`config.mk`:
```
export PLATFORM = sky130hd
export DESIGN_NAME = pdwake_ctrl
export DESIGN_NICKNAME = d
export VERILOG_FILES = /design/src/rtl/pdw_pkg.sv /design/src/rtl/pdw_port_edge.sv /design/src/rtl/pdw_resolver.sv /design/src/rtl/pdw_flags.sv /design/src/rtl/pdwake_ctrl.sv
export SDC_FILE = /design/constraint.sdc
export NUM_CORES = 1
export LEC_CHECK = 0
export ABC_AREA = 0
export CAP_MARGIN = 20
export CORE_ASPECT_RATIO = 1.2
export CORE_MARGIN = 2
export CORE_UTILIZATION = 42
export CTS_CLUSTER_SIZE = 28
export DETAILED_ROUTE_END_ITERATION = 10
export PLACE_DENSITY = 0.8
export SLEW_MARGIN = 20
export SYNTH_ARGS = -nofsm -noshare
export SYNTH_HDL_FRONTEND = slang
export SYNTH_HIERARCHICAL = 1
export SYNTH_SLANG_ARGS = --single-unit
```
`constraint.sdc`:
```
create_clock -name clk -period 4.2 [get_ports clk]
set_clock_uncertainty 0.05 [all_clocks]
set_input_delay 0.84 -clock clk [delete_from_list [all_inputs] [get_ports clk]]
set_output_delay 0.84 -clock clk [all_outputs]
set_load 0.01 [all_outputs]
```
`src/rtl/pdw_pkg.sv`:
```
package pdw_pkg;
  localparam int ACT_W = 3;
  typedef enum logic [ACT_W-1:0] {
    ACT_NONE   = 3'd0,
    ACT_NEXT   = 3'd1,
    ACT_VECTOR = 3'd2,
    ACT_WARM   = 3'd3,
    ACT_FULL   = 3'd4
  } resume_act_e;
endpackage

```
`src/rtl/pdw_port_edge.sv`:
```
module pdw_port_edge #(
  parameter int PORT_W      = 8,
  parameter int SYNC_STAGES = 2
) (
  input  logic              clk,
  input  logic              rst_n,
  input  logic [PORT_W-1:0] pins,
  input  logic [PORT_W-1:0] mask,
  output logic              fall_hit
);
  localparam int LAST = SYNC_STAGES - 1;

  logic [SYNC_STAGES-1:0][PORT_W-1:0] chain;
  logic [PORT_W-1:0]                  prev_q;

  // Pins idle high, so reset to ones to avoid a false edge after reset.
  always_ff @(posedge clk or negedge rst_n) begin
    if (!rst_n) begin
      chain  <= '1;
      prev_q <= '1;
    end else begin
      chain[0] <= pins;
      for (int i = 1; i < SYNC_STAGES; i++) chain[i] <= chain[i-1];
      prev_q <= chain[LAST];
    end
  end

  assign fall_hit = |(prev_q & ~chain[LAST] & mask);
endmodule

```
`src/rtl/pdw_resolver.sv`:
```
module pdw_resolver
  import pdw_pkg::*;
(
  input  logic        halted,
  input  logic        ext_rst,
  input  logic        wdt_ovf,
  input  logic        irq_req,
  input  logic        irq_en,
  input  logic        stack_full,
  input  logic        port_wake,
  output resume_act_e act
);
  // Fixed order: external reset, watchdog, interrupt, port edge.
  always_comb begin
    act = ACT_NONE;
    if (ext_rst)                   act = ACT_FULL;
    else if (wdt_ovf)              act = halted ? ACT_WARM : ACT_FULL;
    else if (halted && irq_req)    act = (irq_en && !stack_full) ? ACT_VECTOR : ACT_NEXT;
    else if (halted && port_wake)  act = ACT_NEXT;
  end
endmodule

```
`src/rtl/pdw_flags.sv`:
```
module pdw_flags (
  input  logic clk,
  input  logic rst_n,
  input  logic halt_enter,
  input  logic clr_req,
  input  logic timeout_hit,
  output logic pd_q,
  output logic to_q
);
  always_ff @(posedge clk or negedge rst_n) begin
    if (!rst_n) begin
      pd_q <= 1'b0;
      to_q <= 1'b0;
    end else if (halt_enter) begin
      pd_q <= 1'b1;
      to_q <= 1'b0;
    end else begin
      if (clr_req)     pd_q <= 1'b0;
      if (timeout_hit) to_q <= 1'b1;
    end
  end
endmodule

```
`src/rtl/pdwake_ctrl.sv`:
```
module pdwake_ctrl
  import pdw_pkg::*;
#(
  parameter int PORT_W      = 8,
  parameter int SYNC_STAGES = 2
) (
  input  logic              clk,
  input  logic              rst_n,
  input  logic              halt_cmd,
  input  logic              clr_wdt,
  input  logic              ext_rst,
  input  logic              wdt_ovf,
  input  logic              irq_req,
  input  logic              irq_en,
  input  logic              stack_full,
  input  logic [PORT_W-1:0] wake_pins,
  input  logic [PORT_W-1:0] wake_mask,
  output logic              sys_clk_en,
  output logic              resume_vld,
  output logic [ACT_W-1:0]  resume_act,
  output logic              pd_flag,
  output logic              to_flag
);
  logic        halted_q;
  logic        port_wake;
  logic        halt_enter;
  resume_act_e act_next;

  pdw_port_edge #(.PORT_W(PORT_W), .SYNC_STAGES(SYNC_STAGES)) u_edge (
    .clk(clk), .rst_n(rst_n), .pins(wake_pins), .mask(wake_mask), .fall_hit(port_wake)
  );

  pdw_resolver u_res (
    .halted(halted_q), .ext_rst(ext_rst), .wdt_ovf(wdt_ovf), .irq_req(irq_req),
    .irq_en(irq_en), .stack_full(stack_full), .port_wake(port_wake), .act(act_next)
  );

  // A reset cause in the same cycle wins over halt entry.
  assign halt_enter = halt_cmd && !halted_q && !ext_rst && !wdt_ovf;

  pdw_flags u_flags (
    .clk(clk), .rst_n(rst_n), .halt_enter(halt_enter), .clr_req(clr_wdt),
    .timeout_hit(wdt_ovf && !ext_rst), .pd_q(pd_flag), .to_q(to_flag)
  );

  always_ff @(posedge clk or negedge rst_n) begin
    if (!rst_n) begin
      halted_q   <= 1'b0;
      resume_vld <= 1'b0;
      resume_act <= ACT_NONE;
    end else begin
      if (act_next != ACT_NONE) halted_q <= 1'b0;
      else if (halt_enter)      halted_q <= 1'b1;
      resume_vld <= (act_next != ACT_NONE);
      resume_act <= act_next;
    end
  end

  assign sys_clk_en = !halted_q;

  a_r1_halt_gates_clock: assert property (@(posedge clk) disable iff (!rst_n)
    halt_cmd && sys_clk_en && !ext_rst && !wdt_ovf |=> !sys_clk_en && pd_flag && !to_flag);

  a_r3_clear_pd: assert property (@(posedge clk) disable iff (!rst_n)
    clr_wdt && !(halt_cmd && sys_clk_en) |=> !pd_flag);

  a_r6_warm_on_timeout: assert property (@(posedge clk) disable iff (!rst_n)
    !sys_clk_en && wdt_ovf && !ext_rst |=> resume_vld && resume_act == ACT_WARM && to_flag);

  a_r7_full_on_ext: assert property (@(posedge clk) disable iff (!rst_n)
    ext_rst |=> resume_vld && resume_act == ACT_FULL && sys_clk_en);

  a_r10_quiet_when_running: assert property (@(posedge clk) disable iff (!rst_n)
    sys_clk_en && !ext_rst && !wdt_ovf |=> !resume_vld);

  a_r11_event_reenables: assert property (@(posedge clk) disable iff (!rst_n)
    resume_vld |-> sys_clk_en && resume_act != ACT_NONE);
endmodule

```
==> results.cfg, run 1 <==
[critical_path]
criticalPathCategory = reg -> out
r2r_start = u_edge/chain[14]
critPathCaptureType = primary output
r2r_cells = 7
critPathRequiredTime_ns = 3.31
worst_path_max_delay_cell = clkdlybuf4s50_1
crit_chain = inv_1, clkdlybuf4s50_1
arrival_ns = 1.33
start_kind = flip-flop
slowest_delay_ns = 0.52
path_max_fanout = 5
reg2reg_to = halted_q
reg2reg_setup_slack_ns = 2.45

[sta]
slew_headroom_pct = 73.7
period_minus_slack_ns = 2.22
setup_tns_ns = 0
holdWs_ns = 0.309
max_freq_ghz = 0.450
fin_crit_sh_pct = 52.9
tightest_slew_ns = 0.393
finalHoldViolCount = 0
fin_ws_ns = 1.98
slew_viol_final = 0
setup_violations = 0
rsz0062_at_grt = no

[power_and_ir_drop]
p_comb_share_pct = 8.9
fin_total_pwr_uw = 566
power_frac_clock_pct = 33.1
power.switching_uw = 113
power_density_nw_per_um2 = 400
ir_drop_mv = 0.314
leakage_nw = 0.596
p_int_uw = 454
p_seq_share_pct = 58.1
swShare_pct = 19.9

[clock_network]
cts_setup_buffers = 0
cts_buffer_depth = 2
insertion_delay_ns = 0.31
cts.sinks = 31
numCtsBuffers = 5
cts_root_buffer = clkbuf_4
postCtsHoldBufs = 0
cts-resized-gates = 0
cts.htree.levels = 2
cts.clk_slew.worst_paths_ns = 0.08
cts_tree = built

[layout]
nNetsFinal = 127
multi_input_area_um2 = 174
drive_gt1_share_pct = 33.0
fillers = 172
area_growth_pct = 42.9
register_area_um2 = 806
layout_common_cells = clkdlybuf4s50_1 (31), dfstp_2 (24), nand2_1 (9)
final_common_cell = clkdlybuf4s50_1
antennaDiodeCount = 0
final_util_pct = 62.7

[route]
num_vias = 593
ant_nets = 0
wl_um = 1520
dr.pass1.iters = 5
viasPerCell = 4.43
post_drt_wl_per_cell_um = 11.3
drt_iter0_markers = 13
drc = 0

[placement]
post-place-ws_ns = 1.64
gp_congestion = 0.742
port_buffers = 31

[min_path]
hold_path.class = reg -> reg
worstHoldPathCells = 0
hp-start = u_edge/chain[5]
whs_endpoint = u_edge/chain[13]

[die]
die_y_um = 57.2
die_x_um = 48.3
core_um2 = 2260
start_util_pct = 43.9
die_area_um2 = 2770
row_count = 19
io_pins = 32

[yosys]
syn-instance-count = 63
ys_seq_elements = 31
yosys_warnings = 6
synth_seq_area_share_pct = 81.3
synth_top_area_cell = dfstp_2
synthDistinctLibCells = 18
synth_top_area_share_pct = 63.6
synth.area.top_cells = dfstp_2 (64%), dfrtp_1 (18%), nand2_1 (3.4%)
syn_nets = 88
syn_area_per_cell_um2 = 15.7
synth_area_um2 = 991

[job]
drv_cap = 0

[global_route]
antenna_found_initial = 0
grt_usage_pct = 13.6
grt_pass1_wl_um = 2660
grt_pass1_vias = 624
grt_overflow_total = 0
grt_max_degree = 23

[outcome]
outcome = completed
worst max-delay path by stage:
stage          slack (ns)    endpoint    startpoint
2_1_floorplan        2.18    halted_q  wake_mask[3]
4_1_cts              1.96  sys_clk_en      halted_q
3_3_place_gp         1.69    halted_q  wake_mask[3]
5_1_grt              1.84    halted_q  wake_mask[3]
6_report             1.98  sys_clk_en      halted_q
3_5_place_dp         1.64    halted_q  wake_mask[3]
state kept, by name (all words and copies together) (netlist names):
name,count
u_flags/to_q,1
halted_q,1
u_flags/pd_q,1
resume_vld,1
u_edge/prev_q,8
u_edge/chain,16
resume_act,3
power groups by stage:
stage	clock [mW]	sequential, mW	combinational (mW)
finish	0.187	0.329	0.0502
global route	0.207	0.331	0.0555
global placement	0	0.333	0.0500
CTS	0.194	0.329	0.0511
floorplan	0	0.334	0.0105
detailed placement	0	0.334	0.0509
synth_stat cells:
cell type,instances
o21bai_1,1
or2b_1,1
or3_1,1
nor3_1,1
and4bb_1,1
a21o_1,1
nand2_1,9
nand3b_1,1
o21ba_1,1
dfrtp_1,7
nor3_2,1
a21oi_1,1
dfstp_2,24
o22ai_1,4
nor2b_1,1
inv_1,3
nor2_1,4
nor4b_2,1
metal layers:
metal	vias to the layer above	wire length, um	track usage [%]
met1	278	593	13.1
met2	23	759	21.8
li1	286	-	-
met4	0	50	9.80
met5	-	0	0
met3	6	112	7.85
cell type report:
cell class | instances | area share, %
inverters | 3 | 0.795
well taps | 31 | 2.74
multi-input cells | 29 | 12.3
clock buffers | 8 | 4.86
repair buffers | 32 | 22.4
flip-flops and latches | 31 | 56.9
worst max-delay path: cells and delay by family, from the launching register on:
family / cells / cell delay [ns]
buffers and inverters: 2 / 0.59
flip-flops: 1 / 0.43
logic make-up after synthesis:
family	count (synthesis)	synth area share, %
DFF	31	81.3
buffers and inverters	3	1.14
and+or+nand+nor	21	12.0
AOI/OAI and AO/OA	8	5.56
stage by stage:
stage               cell area [um^2]  cells
finish                          1420    134
global route                    1420    134
CTS                             1420    134
detailed placement              1350    126
global placement                1350    126
floorplan                        991     63
Note: power is estimated with default switching activity, not from simulation.
==> inputs of run 2 (changes only) <==
- clock period: 4.2 -> 2.2 ns (I/O delays scaled with it)
==> run 2 against run 1 <==
Sequential power up 91%. Die area unchanged. Clock power up 53%. Count of clock-buffer cells in the layout down 1. Non-clock buffer count unchanged. Final cell count unchanged. Register-to-register slack worse by 2.1 ns. Sequential share of layout area up 0.76 points. Critical path depth up 7. First-iteration DRC count down 69%. Total power up 78%.
==> results.cfg, run 2 (synthesis gave the netlist of run 1 again) <==
[global_route]
grt_overflow_total = 0
grt_pass1_vias = 609
grt_usage_pct = 13.3
antenna_found_initial = 0
grt_pass1_wl_um = 2630
grt_max_degree = 32

[critical_path]
reg2reg_setup_slack_ns = 0.40
worst_path_max_delay_cell = clkdlybuf4s50_1
critPathCaptureType = flip-flop
crit_chain = clkdlybuf4s50_1, nand2_1, o22ai_1, nor2_1, nand2_1, nor3_1, nor3_2, or3_1, o21ba_1
crit_end = halted_q
critPathRequiredTime_ns = 2.40
criticalPathCategory = in -> reg
critPathLaunch = wake_mask[5]
slowest_delay_ns = 0.41
r2r_start = u_edge/chain[8]
start_kind = input pin
arrival_ns = 2.05
r2r_cells = 7
reg2reg_to = halted_q
cpMostUsedCell = nand2_1
path_max_fanout = 2

[layout]
fin_cells = 134
largest_reg_flops = 16
reg_top3 = u_edge/chain x16, u_edge/prev_q x8, resume_act x3
antennaDiodeCount = 0
drive_gt1_share_pct = 32.0
area_growth_pct = 41.0
layout_common_cells = clkdlybuf4s50_1 (31), dfstp_2 (24), nand2_1 (9)
final_common_cell = clkdlybuf4s50_1
nNetsFinal = 127
regMostFlops = u_edge/chain
fillers = 180

[clock_network]
cts.sinks = 31
postCtsHoldBufs = 0
cts.clk_slew.worst_paths_ns = 0.08
numCtsBuffers = 5
insertion_delay_ns = 0.30
cts_buffer_depth = 2
cts_root_buffer = clkbuf_4
cts.htree.levels = 2
cts_setup_buffers = 0
cts_tree = built
cts-resized-gates = 0

[sta]
setup_tns_ns = 0
finalHoldViolCount = 0
fin_crit_sh_pct = 83.9
slew_viol_final = 0
holdWs_ns = 0.308
tightest_slew_ns = 0.360
period_minus_slack_ns = 1.85
rsz0062_at_grt = no
max_freq_ghz = 0.542
fin_ws_ns = 0.353
setup_violations = 0
slew_headroom_pct = 75.9

[die]
start_util_pct = 43.9
die_y_um = 57.2
die_x_um = 48.3
core_um2 = 2260
io_pins = 32
row_count = 19
die_area_um2 = 2770

[route]
num_vias = 597
drt_iter0_markers = 4
ant_nets = 0
drc = 0
viasPerCell = 4.46
dr.pass1.iters = 4
post_drt_wl_per_cell_um = 11.3
wl_um = 1510

[outcome]
outcome = completed

[min_path]
hold_path.class = reg -> reg

[power_and_ir_drop]
fin_total_pwr_mw = 1.01
leakage_nw = 0.587
power_density_nw_per_um2 = 723
ir_drop_mv = 0.598

[placement]
post-place-ws_ns = 0.0168
port_buffers = 31
dpl.cell_count = 126
gp_congestion = 0.787
place_hpwl_um = 1160

[job]
drv_cap = 0
[run 2: cell count changes in the layout (fill, tap and decap cells not counted)]
cell,change
clkbuf_1,+1
clkbuf_8,-2
clkinv_2,+1
[run 2: metrics by stage]
stage | area [um^2] | util, %
2_1_floorplan | 991 | -
3_3_place_gp | 1350 | 59.7
3_5_place_dp | 1350 | 59.7
4_1_cts | 1400 | 61.9
5_1_grt | 1400 | 61.9
6_report | 1400 | 61.9
[run 2: cell type report]
class,instances,area [um^2],share of cell area [%]
inverter,3,11.3,0.806
sequential,31,806,57.7
tap,31,38.8,2.78
timing repair buffer,32,318,22.7
clock buffer,7,45.0,3.22
multi-input combinational,29,174,12.4
clock inverter,1,5.00,0.358
[run 2: how the worst min path moves through the flow]
stage	start	end	slack, ns	depth (start not counted)
final	u_edge/chain[1]	u_edge/chain[9]	0.31	0
after CTS	u_edge/chain[1]	u_edge/chain[9]	0.31	0
after floorplan	rst_n	halted_q	0.09	0
after detailed placement	u_edge/chain[1]	u_edge/chain[9]	0.30	0
after global routing	u_edge/chain[6]	u_edge/chain[14]	0.31	0
after global placement	u_edge/chain[4]	u_edge/chain[12]	0.30	0
[run 2: worst max-delay path: cells and delay by family]
kind                   cells  cell delay, ns
buffers and inverters      1            0.41
AOI/OAI and AO/OA          2            0.29
and+or+nand+nor            6            0.93
[run 2: metal layers]
metal	vias up	wire, um	GRT usage [%]
met5	-	0	0
met4	0	53	10.2
met3	4	86	6.54
met2	20	770	21.4
met1	287	598	13.2
li1	286	-	-
[run 2: where the power goes]
part / internal, mW / total, mW / switching [mW]
registers: 0.616 / 0.628 / 0.0117
clock network: 0.124 / 0.286 / 0.162
logic: 0.0616 / 0.0958 / 0.0343
total: 0.802 / 1.01 / 0.208
==> inputs of run 3 (changes only) <==
- CORE_UTILIZATION: 42 -> 39
- PLACE_DENSITY: 0.8 -> 0.78
- clock period: 2.2 -> 1.5 ns (I/O delays scaled with it)
==> run 3 against run 2 <==
Non-clock buffer count rose by 3. First-iteration DRC count did not move. Register-to-register slack got worse by 0.56 ns. Wire length rose by 1.1%. Worst setup slack got worse by 0.52 ns. The run now ends with setup timing left. Sequential power rose by 46%. Total power rose by 52%. Largest cell class unchanged. Clock power rose by 64%. Final cell count rose by 3.7%.
==> results.cfg, run 3 (synthesis gave the netlist of run 1 again) <==
[outcome]
outcome = complete, but fails checks
failed_checks = setup timing

[critical_path]
crit_buf_inv = 0
critPathRequiredTime_ns = 1.70
slowest_delay_ns = 0.54
critPathCaptureType = flip-flop
r2r_cells = 7
reg2reg_to = halted_q
crit_chain = o22ai_1, nor2_1, nand2_1, nor3_2, nor3_2, or3_1, o21ba_1
worst_path_max_delay_cell = dfstp_2
cpMostUsedCell = nor3_2
r2r_start = u_edge/chain[15]
criticalPathCategory = reg -> reg
path_max_fanout = 2
start_kind = flip-flop
arrival_ns = 1.86
cp_top_family = simple AND/OR/NAND/NOR gates
reg2reg_setup_slack_ns = -0.16

[die]
row_count = 20
die_y_um = 59.2
die_x_um = 50.0
core_um2 = 2480
io_pins = 32
start_util_pct = 40.0
die_area_um2 = 2960

[sta]
fin_ws_ns = -0.164
period_minus_slack_ns = 1.66
finalHoldViolCount = 0
rsz0062_at_grt = yes
slew_headroom_pct = 74.9
max_freq_ghz = 0.601
slew_viol_final = 0
tightest_slew_ns = 0.375
setup_violations = 2
fin_crit_sh_pct = 111

[layout]
fin_cells = 139
reg_top3 = u_edge/chain x16, u_edge/prev_q x8, resume_act x3
design_area_um2 = 1440
regMostFlops = u_edge/chain
antennaDiodeCount = 0
nNetsFinal = 130
layout_common_cells = clkdlybuf4s50_1 (24), dfstp_2 (24), nand2_1 (9)
multi_input_area_um2 = 179
largest_reg_flops = 16
drive_gt1_share_pct = 35.8
fillers = 192
register_area_um2 = 806
area_growth_pct = 45.5

[route]
post_drt_wl_per_cell_um = 11.0
dr.pass1.iters = 4
viasPerCell = 4.40
drt_iter0_markers = 4
num_vias = 611
ant_nets = 0
wl_um = 1520
drc = 0

[placement]
dpl.cell_count = 129
place_hpwl_um = 1120
place_area_um2 = 1380
gp_congestion = 0.699
port_buffers = 31

[clock_network]
insertion_delay_ns = 0.31
cts.htree.levels = 2
cts.sinks = 31
postCtsHoldBufs = 0
numCtsBuffers = 5
cts_buffer_depth = 2
cts_tree = built
cts_root_buffer = clkbuf_4
cts.clk_slew.worst_paths_ns = 0.09

[global_route]
grt_pass1_wl_um = 2470
grt_max_degree = 32
antenna_found_initial = 0
grt_overflow_total = 0
grt_usage_pct = 12.5
grt_pass1_vias = 619

[power_and_ir_drop]
power_frac_clock_pct = 30.6
fin_total_pwr_mw = 1.53
p_seq_share_pct = 59.9
power_density_nw_per_um2 = 1060
p_int_mw = 1.22
power.switching_uw = 313
swShare_pct = 20.4
leakage_nw = 0.624
p_comb_share_pct = 9.5
ir_drop_mv = 0.576

[min_path]
hold_path.class = in -> async

[job]
drv_cap = 0
-- run 3: changes by cell type in the layout (fill, tap and decap cells not counted), sizes merged --
cell / delta
clkdlybuf4s50: -7
dlygate4sd2: +7
buf: +3
-- run 3: metal layers --
metal / track usage, % / vias to the layer above / share of wire (%)
met5: 0 / - / 0
met4: 10.7 / 0 / 2.2
met3: 6.82 / 2 / 6.4
met2: 19.4 / 28 / 53
met1: 11.9 / 288 / 38
li1: - / 293 / -
-- run 3: worst max-delay path by stage --
stage | from | endpoint | slack [ns] | depth (start not counted)
2_1_floorplan | u_edge/chain[15] | halted_q | -0.02 | 7
6_report | u_edge/chain[15] | halted_q | -0.16 | 7
3_3_place_gp | wake_mask[4] | halted_q | -0.35 | 9
4_1_cts | u_edge/chain[15] | halted_q | -0.15 | 7
5_1_grt | u_edge/chain[8] | halted_q | -0.21 | 7
3_5_place_dp | wake_mask[7] | halted_q | -0.40 | 9
-- run 3: per-stage QoR --
stage	utilization, %	setup slack, ns	hold WS (ns)	setup TNS (ns)
detailed placement	55.5	-0.404	0.297	-0.724
CTS	58.2	-0.152	0.272	-0.272
finish	58.2	-0.164	0.286	-0.290
global route	58.2	-0.213	0.274	-0.381
global placement	55.5	-0.351	0.296	-0.590
floorplan	-	-0.0216	-0.0456	-0.0216
-- run 3: power groups by stage --
stage	Combinational (mW)	Clock, mW	Sequential [mW]
global placement	0.148	0	0.933
finish	0.146	0.469	0.919
floorplan	0.0303	0	0.936
CTS	0.148	0.488	0.920
global route	0.159	0.529	0.924
detailed placement	0.151	0	0.935
-- run 3: timing repair --
item / in CTS / in global routing
resized for setup: 7 / 0
pin swaps: 1 / 0
setup buffers: 2 / 0
endpoints found under the setup margin: 9 / 2
-- run 3: layout make-up --
class,count,share of cell area [%]
flip-flops and latches,31,55.9
repair buffers,35,23.9
multi-input cells,29,12.4
clock buffers,7,3.82
well taps,33,2.86
inverters,3,0.781
clock inverters,1,0.347
